--- src/rtl/wprot_pkg.sv ---
package wprot_pkg;
  localparam int AW = 6;
  localparam int PGB = 2;
  localparam int RBW = AW + 3;

  typedef enum logic [2:0] {
    K_NONE,
    K_READ,
    K_SETB,
    K_CLEAR,
    K_AUTH,
    K_LOCK,
    K_PR_OTHER,
    K_WDIS
  } kind_t;

  // highest address of the aligned group that holds a
  function automatic logic [AW-1:0] group_top(input logic [AW-1:0] a);
    return a | {{(AW-PGB){1'b0}}, {PGB{1'b1}}};
  endfunction

  function automatic logic permit_of(input logic flag, input logic [AW-1:0] bnd,
                                     input logic [AW-1:0] a, input logic page);
    logic [AW-1:0] top;
    top = page ? group_top(a) : a;
    return flag || (top < bnd);
  endfunction
endpackage

--- src/rtl/wprot_decode.sv ---
module wprot_decode
  import wprot_pkg::*;
(
  input  logic          valid,
  input  logic          pe,
  input  logic [1:0]    op,
  input  logic [AW-1:0] addr,
  output kind_t         kind
);
  logic addr_ones, addr_zero;
  assign addr_ones = &addr;
  assign addr_zero = ~|addr;

  always_comb begin
    kind = K_NONE;
    if (valid) begin
      if (pe) begin
        unique case (op)
          2'b10: kind = K_READ;
          2'b01: kind = K_SETB;
          2'b11: kind = addr_ones ? K_CLEAR : K_PR_OTHER;
          default: begin
            if (addr[AW-1:AW-2] == 2'b11) kind = K_AUTH;
            else if (addr_zero)           kind = K_LOCK;
            else                          kind = K_PR_OTHER;
          end
        endcase
      end else if (op == 2'b00 && addr[AW-1:AW-2] == 2'b00) begin
        kind = K_WDIS;
      end
    end
  end
endmodule

--- src/rtl/wprot_regs.sv ---
module wprot_regs
  import wprot_pkg::*;
(
  input  logic          clk,
  input  logic          rst_n,
  input  kind_t         kind,
  input  logic [AW-1:0] addr,
  input  logic          pin_we,
  input  logic          wen_latch,
  output logic [AW-1:0] bound_q,
  output logic          flag_q,
  output logic          lock_q,
  output logic          auth_q
);
  logic is_pr_cmd, auth_grant, modify_ok;
  logic do_setb, do_clear, do_lock;

  assign is_pr_cmd  = (kind != K_NONE) && (kind != K_WDIS);
  assign auth_grant = (kind == K_AUTH) && pin_we && wen_latch;
  assign modify_ok  = auth_q && pin_we && !lock_q;
  assign do_setb    = modify_ok && (kind == K_SETB);
  assign do_clear   = modify_ok && (kind == K_CLEAR);
  assign do_lock    = modify_ok && (kind == K_LOCK);

  always_ff @(posedge clk or negedge rst_n) begin
    if (!rst_n) begin
      bound_q <= {AW{1'b1}};
      flag_q  <= 1'b1;
      lock_q  <= 1'b0;
      auth_q  <= 1'b0;
    end else begin
      if (do_setb) begin
        bound_q <= addr;
        flag_q  <= 1'b0;
      end else if (do_clear) begin
        bound_q <= {AW{1'b1}};
        flag_q  <= 1'b1;
      end
      if (do_lock) lock_q <= 1'b1;
      if (is_pr_cmd)            auth_q <= auth_grant;
      else if (kind == K_WDIS)  auth_q <= 1'b0;
    end
  end


  lock_sticky_chk: assert property (@(posedge clk) disable iff (!rst_n)
    lock_q |=> lock_q);

  locked_frozen_chk: assert property (@(posedge clk) disable iff (!rst_n)
    lock_q |=> ($stable(bound_q) && $stable(flag_q)));

  no_auth_no_change_chk: assert property (@(posedge clk) disable iff (!rst_n)
    !auth_q |=> ($stable(bound_q) && $stable(flag_q) && $stable(lock_q)));

  auth_consumed_chk: assert property (@(posedge clk) disable iff (!rst_n)
    (is_pr_cmd && kind != K_AUTH) |=> !auth_q);

  read_no_change_chk: assert property (@(posedge clk) disable iff (!rst_n)
    (kind == K_READ) |=> ($stable(bound_q) && $stable(flag_q) && $stable(lock_q)));
endmodule

--- src/rtl/wprot_permit.sv ---
module wprot_permit
  import wprot_pkg::*;
(
  input  logic          flag,
  input  logic [AW-1:0] bound,
  input  logic [AW-1:0] addr,
  input  logic          page,
  output logic          permit
);
  logic [AW-1:0] top;
  assign top    = page ? group_top(addr) : addr;
  assign permit = flag || (top < bound);


  always_comb begin
    page_covers_single_chk: assert (!(page && permit) || flag || (addr < bound));
  end
endmodule

--- src/rtl/wprot_guard.sv ---
module wprot_guard
  import wprot_pkg::*;
(
  input  logic           clk,
  input  logic           rst_n,
  input  logic           instr_valid,
  input  logic [1:0]     instr_op,
  input  logic [AW-1:0]  instr_addr,
  input  logic           pin_pe,
  input  logic           pin_we,
  input  logic           wen_latch,
  input  logic [AW-1:0]  chk_addr,
  input  logic           chk_page,
  output logic           wr_permit,
  output logic           prot_cleared,
  output logic [RBW-1:0] rb_word
);
  kind_t         kind;
  logic [AW-1:0] bound_q;
  logic          flag_q, lock_q, auth_q;

  wprot_decode u_dec (
    .valid(instr_valid), .pe(pin_pe), .op(instr_op), .addr(instr_addr), .kind(kind)
  );

  wprot_regs u_regs (
    .clk(clk), .rst_n(rst_n), .kind(kind), .addr(instr_addr),
    .pin_we(pin_we), .wen_latch(wen_latch),
    .bound_q(bound_q), .flag_q(flag_q), .lock_q(lock_q), .auth_q(auth_q)
  );

  wprot_permit u_perm (
    .flag(flag_q), .bound(bound_q), .addr(chk_addr), .page(chk_page), .permit(wr_permit)
  );

  assign prot_cleared = flag_q;
  assign rb_word      = {bound_q, flag_q, lock_q, 1'b0};


  always_comb begin
    cleared_permits_chk: assert (!prot_cleared || wr_permit);
  end

  always_comb begin
    rb_low_zero_chk: assert (rb_word[0] == 1'b0);
  end
endmodule

--- config.mk ---
export PLATFORM = sky130hd
export DESIGN_NAME = wprot_guard
export DESIGN_NICKNAME = d
export VERILOG_FILES = /design/src/rtl/wprot_pkg.sv /design/src/rtl/wprot_decode.sv /design/src/rtl/wprot_regs.sv /design/src/rtl/wprot_permit.sv /design/src/rtl/wprot_guard.sv
export SDC_FILE = /design/constraint.sdc
export NUM_CORES = 1
export LEC_CHECK = 0
export BUFFER_PORTS_ARGS = -buffer_cell sky130_fd_sc_hd__buf_2
export CORE_UTILIZATION = 49
export DETAILED_ROUTE_END_ITERATION = 8
export PLACE_DENSITY = 0.82
export RECOVER_POWER = 25
export SYNTH_ARGS = -nofsm -noshare
export SYNTH_HDL_FRONTEND = slang
export SYNTH_SLANG_ARGS = --single-unit
--- constraint.sdc ---
create_clock -name clk -period 4 [get_ports clk]
set_input_delay 0.8 -clock clk [delete_from_list [all_inputs] [get_ports clk]]
set_output_delay 0.8 -clock clk [all_outputs]
set_load 0.05 [all_outputs]
### Word level (Yosys, flattened, before mapping)

Cells that the tools add are included.
W data, S select, Z words.

| operators by class | value |
|---|---|
| shift-type cells | 0 |
| $add $sub $neg | 0 |
| reductions and logical operators | 18 |
| equal/unequal tests | 10 |
| bitwise operators | 0 |
| multiplexer cells | 14 |
| order comparisons | 1 |
| div/mod/pow operators | 0 |
| multipliers | 0 |

Operators with widths:

| cell | number |
|---|---|
| $mux W3 | 5 |
| $mux W6 | 2 |
| $eq A3 B3 Y1 const B | 3 |
| $logic_and A1 B1 Y1 | 9 |
| $pmux W3 S3 | 1 |
| $eq A2 B2 Y1 const B | 3 |
| $eq A3 B2 Y1 const B | 2 |
| $lt A6 B6 Y1 | 1 |
| $reduce_and A6 Y1 | 1 |
| $reduce_or A6 Y1 | 1 |
| $logic_not A2 Y1 | 2 |
| $mux W1 | 4 |
| $mux W2 | 2 |
| $reduce_bool A2 Y1 | 2 |
| $ne A3 B3 Y1 const B | 1 |
| $reduce_bool A3 Y1 | 1 |
| $eq A2 B1 Y1 const B | 1 |
| $logic_not A1 Y1 | 1 |
| $logic_or A1 B1 Y1 | 1 |

| word-level totals | value |
|---|---|
| bits of input ports | 21 |
| memory bits (writable) | 0 |
| output and inout bits | 11 |
| bits in read-only memories | 0 |
| bits in latches | 0 |
| logic and storage cells | 47 |
| memories kept | 0 |
| bits in registers | 9 |

### Logic depth before layout (Yosys ltp)

| logic depth | value |
|---|---|
| depth in word-level cells | 10 |
| gate-level depth with buffers | 6 |
| gate-level depth less buffers | 6 |

### Modules after synthesis

From an unflattened synthesis, not the netlist that was laid out.

| unflattened totals | value |
|---|---|
| cell total of the unflattened synthesis | 76 |
| area, all modules | 700.7 µm² |

By module, submodules not included:

| module | times used | area each (µm²) | sequential area each (µm²) | cells an instance |
|---|---|---|---|---|
| wprot_regs | 1 | 421.7 | 234.0 | 37 |
| wprot_permit | 1 | 141.4 | 0.0 | 20 |
| wprot_decode | 1 | 111.4 | 0.0 | 15 |
| wprot_guard | 1 | 26.3 | 0.0 | 4 |

### Worst setup path after synthesis

No wires, ideal clock.

| timing | value |
|---|---|
| path kind | input to output |
| start | input chk_addr[1] |
| end | output wr_permit |
| arrival | 3.281 ns |
| buffers on the path | 0 |
| path slack | -0.081 ns |
| data required time | 3.200 ns |
| stages | 6 |
| cell sequence | or2_2 -> ha_1 -> or4b_2 -> o211ai_1 -> a21oi_1 -> o31ai_1 |

| on the way | value |
|---|---|
| longest elaborated chain between the ends | 3 |

Ends and longest elaborated chain:

| item | RTL line | text |
|---|---|---|
| from (decl) | wprot_guard.sv:12 | `input logic [AW-1:0] chk_addr,` |
| $mux W2 | wprot_permit.sv:11 | `assign top = page ? group_top(addr) : addr;` |
| $lt A6 B6 Y1 | wprot_permit.sv:12 | `assign permit = flag \|\| (top < bound);` |
| $logic_or A1 B1 Y1 | wprot_permit.sv:12 |  |
| to (decl) | wprot_guard.sv:14 | `output logic wr_permit,` |

Every way passes these cells.

### Worst setup path in the final report

Ends and elaborated chain as after synthesis.

==> results.yml <==
place:
  globalplace.congestion: 0.7477
  io_buffers: 30
  place_area_um2: 878.3
  dpl_worst_slack_ps: 493.6
  dpl.hpwl_um: 1276
critical_path:
  crit_path_end_kind: "output pin"
  crit_chain: "buf_2 -> or2_2 -> ha_1 -> or4b_2 -> o211ai_1 -> a21oi_1 -> o31ai_2 -> buf_2"
  path_delay_family: "simple AND/OR/NAND/NOR gates"
  reg2regPathDepth: 3
  rrSetupSlack_ps: 2240
  crit_fanout: 2
  worst-setup-path-type: "in2out"
  path_common_cell: "buf_2"
  path_buf_inv: 2
  path_depth: 8
  crit_end: "wr_permit"
  cp-start-kind: "input port"
  slowest_stage: "or4b_2"
  startpoint: "chk_addr[1]"
  required_ps: 3200
  cp_slowest_stage_delay_ps: 660
  worst_r2r_endpoint: "u_regs.bound_q[4]$_DFFE_PN1P_"
  r2r_start: "u_regs.lock_q$_DFFE_PN0P_"
  critPathArrivalTime_ps: 2700
logic_synthesis:
  yosys_warnings: 0
  yosysSeqAreaShare_pct: 31.38
  synth_area_leader_cell: "dfstp_2"
  yosysUniqueCellTypes: 32
  syn_area_um2: 745.7
  avgSynthCellArea_um2: 10.08
  synth_nets: 100
  syn_inst: 74
  ys_seq_elements: 9
  synth_area_leaders: "dfstp_2 25%, mux2_4 14%, ha_1 8.4%"
  yosysTopAreaCellShare_pct: 24.66
cts:
  cts_resized: 0
  htreeDepth: 1
  max-clock-path-buffers: 2
  tritoncts: "built"
  postCtsSetupRepairBufs: 0
  root_buffer: "clkbuf_4"
  ctsHoldBuffers: 0
  clk_pin_slew_worst_paths_ps: 60
  numCtsBuffers: 3
  clock_latency_ps: 250
  cts.sinks: 9
timing:
  clock.fmax_ghz: 0.2854
  rsz0062_at_grt: "false"
  skew_ps: 3.298
  timing.final.hold_violations: 0
  period_needed_ps: 3504
  timing.hold.ws_ps: 459.5
  slew_headroom_pct: 63.07
  tightest_slew_ps: 551.3
  finalWorstSetupSlack_ps: 495.6
  period_share_pct: 87.61
  setup_viol: 0
  finalMaxSlewViolations: 0
  tns_ps: 0
routing:
  avgRoutedWirePerCell_um: 12.77
  via_per_inst: 5.686
  drc: 0
  wirelength_um: 1507
  drtIter0Drc: 5
  drt_pass1_iterations: 2
  vias: 671
  postRouteAntennaNets: 0
global_route:
  grt.total_usage_pct: 20.00
  overflow: 0
  antenna_found_initial: 0
  grt_max_degree: 11
  grt_pass1_wl_um: 2139
  grt_pass1_vias: 545
cells_and_area:
  diodes: 0
  fillers: 112
  layout.area.seq_um2: 234.0
  finalCoreUtilization_pct: 66.91
  multi_input_area_um2: 452.9
  layout_commonest_cell: "buf_2"
  drive_gt1_share_pct: 49.51
  final_cell_mix: "29 x buf_2, 7 x nand3b_1, 7 x mux2_4, 7 x dfstp_2"
  nNetsFinal: 130
  final_cell_area_um2: 903.4
  area_growth_pct: 21.14
power:
  leakage_nw: 0.4465
  peakVddDrop_uv: 158.6
  powerDensity_nw_per_um2: 242.6
floorplan:
  fp.dieW_um: 41.01
  start_util_pct: 55.24
  rows: 13
  die_h_um: 41.01
  io_pins: 32
  core_area_um2: 1350
  die_area_um2: 1682
run:
  drv_cap: 0
run_status:
  status: "finished clean"
min_path:
  hold_class: "in2async"
metrics by stage:
step / total power [mW] / instances
2_1_floorplan: 0.1337 / 74
3_3_place_gp: 0.1521 / 114
3_5_place_dp: 0.1542 / 114
4_1_cts: 0.2213 / 118
5_1_grt: 0.2334 / 118
6_report: 0.2192 / 118
cells in the mapped netlist:
cell	count
buf_4	4
a41o_1	1
nand3b_1	7
nor4_1	2
dfstp_2	7
a21oi_1	1
nor3_1	2
o2bb2ai_1	1
conb_1	1
nand3_1	3
inv_1	6
a32oi_1	1
o211ai_1	2
and4_1	1
or4b_2	1
o21ai_0	2
dfrtp_1	2
buf_6	1
o31ai_1	1
and4b_2	1
nand2_1	1
a211o_1	1
mux2_4	7
or4b_1	1
o221ai_1	1
a31oi_1	1
nor2_1	6
ha_1	5
a21bo_2	1
a41oi_1	1
or2_2	1
nor2b_1	1
registers in the layout, summed over array words and instances (netlist names):
register / count
u_regs.bound_q: 6
u_regs.auth_q: 1
u_regs.flag_q: 1
u_regs.lock_q: 1
metal layers:
layer | track usage, % | part of all wire, %
met1 | 19.59 | 41
met2 | 38.67 | 50
met3 | 2.717 | 5.8
met4 | 11.67 | 2.5
met5 | 0 | 0
cell type report:
cell class,instances,area share (%)
inverters,6,2.493
well taps,15,2.078
multi-input cells,54,50.14
flip-flops and latches,9,25.90
repair buffers,30,16.48
clock buffers,4,2.909
where the power goes:
| group | internal [mW] | switching (mW) | leakage, nW | total [mW] |
|---|---|---|---|---|
| clock network | 0.0382 | 0.0287 | 0.0150 | 0.0669 |
| registers | 0.0950 | 0.00184 | 0.100 | 0.0969 |
| logic | 0.0219 | 0.0334 | 0.331 | 0.0553 |
| total | 0.155 | 0.0640 | 0.446 | 0.219 |
worst min path at each step:
stage	start	to	slack (ps)	cells after the start
after floorplan	u_regs.lock_q$_DFFE_PN0P_	u_regs.lock_q$_DFFE_PN0P_	450	1
after global placement	u_regs.lock_q$_DFFE_PN0P_	u_regs.lock_q$_DFFE_PN0P_	470	1
after detailed placement	u_regs.lock_q$_DFFE_PN0P_	u_regs.lock_q$_DFFE_PN0P_	480	1
after CTS	rst_n	u_regs.auth_q$_DFFE_PN0P_	390	1
after global routing	rst_n	u_regs.auth_q$_DFFE_PN0P_	490	1
final	rst_n	u_regs.auth_q$_DFFE_PN0P_	460	1
kinds of logic (layout without fill, tap and decap cells):
family,count (synthesis),count (layout),synth area share [%]
and+or+nand+nor,27,27,22.65
AOI/OAI and AO/OA,14,14,14.43
buffers and inverters,11,40,8.557
DFF,9,9,31.38
muxes,7,7,14.09
adders and majority gates,5,5,8.389
other,1,1,0.5029
No activity file was read; power rests on OpenSTA's default activity.
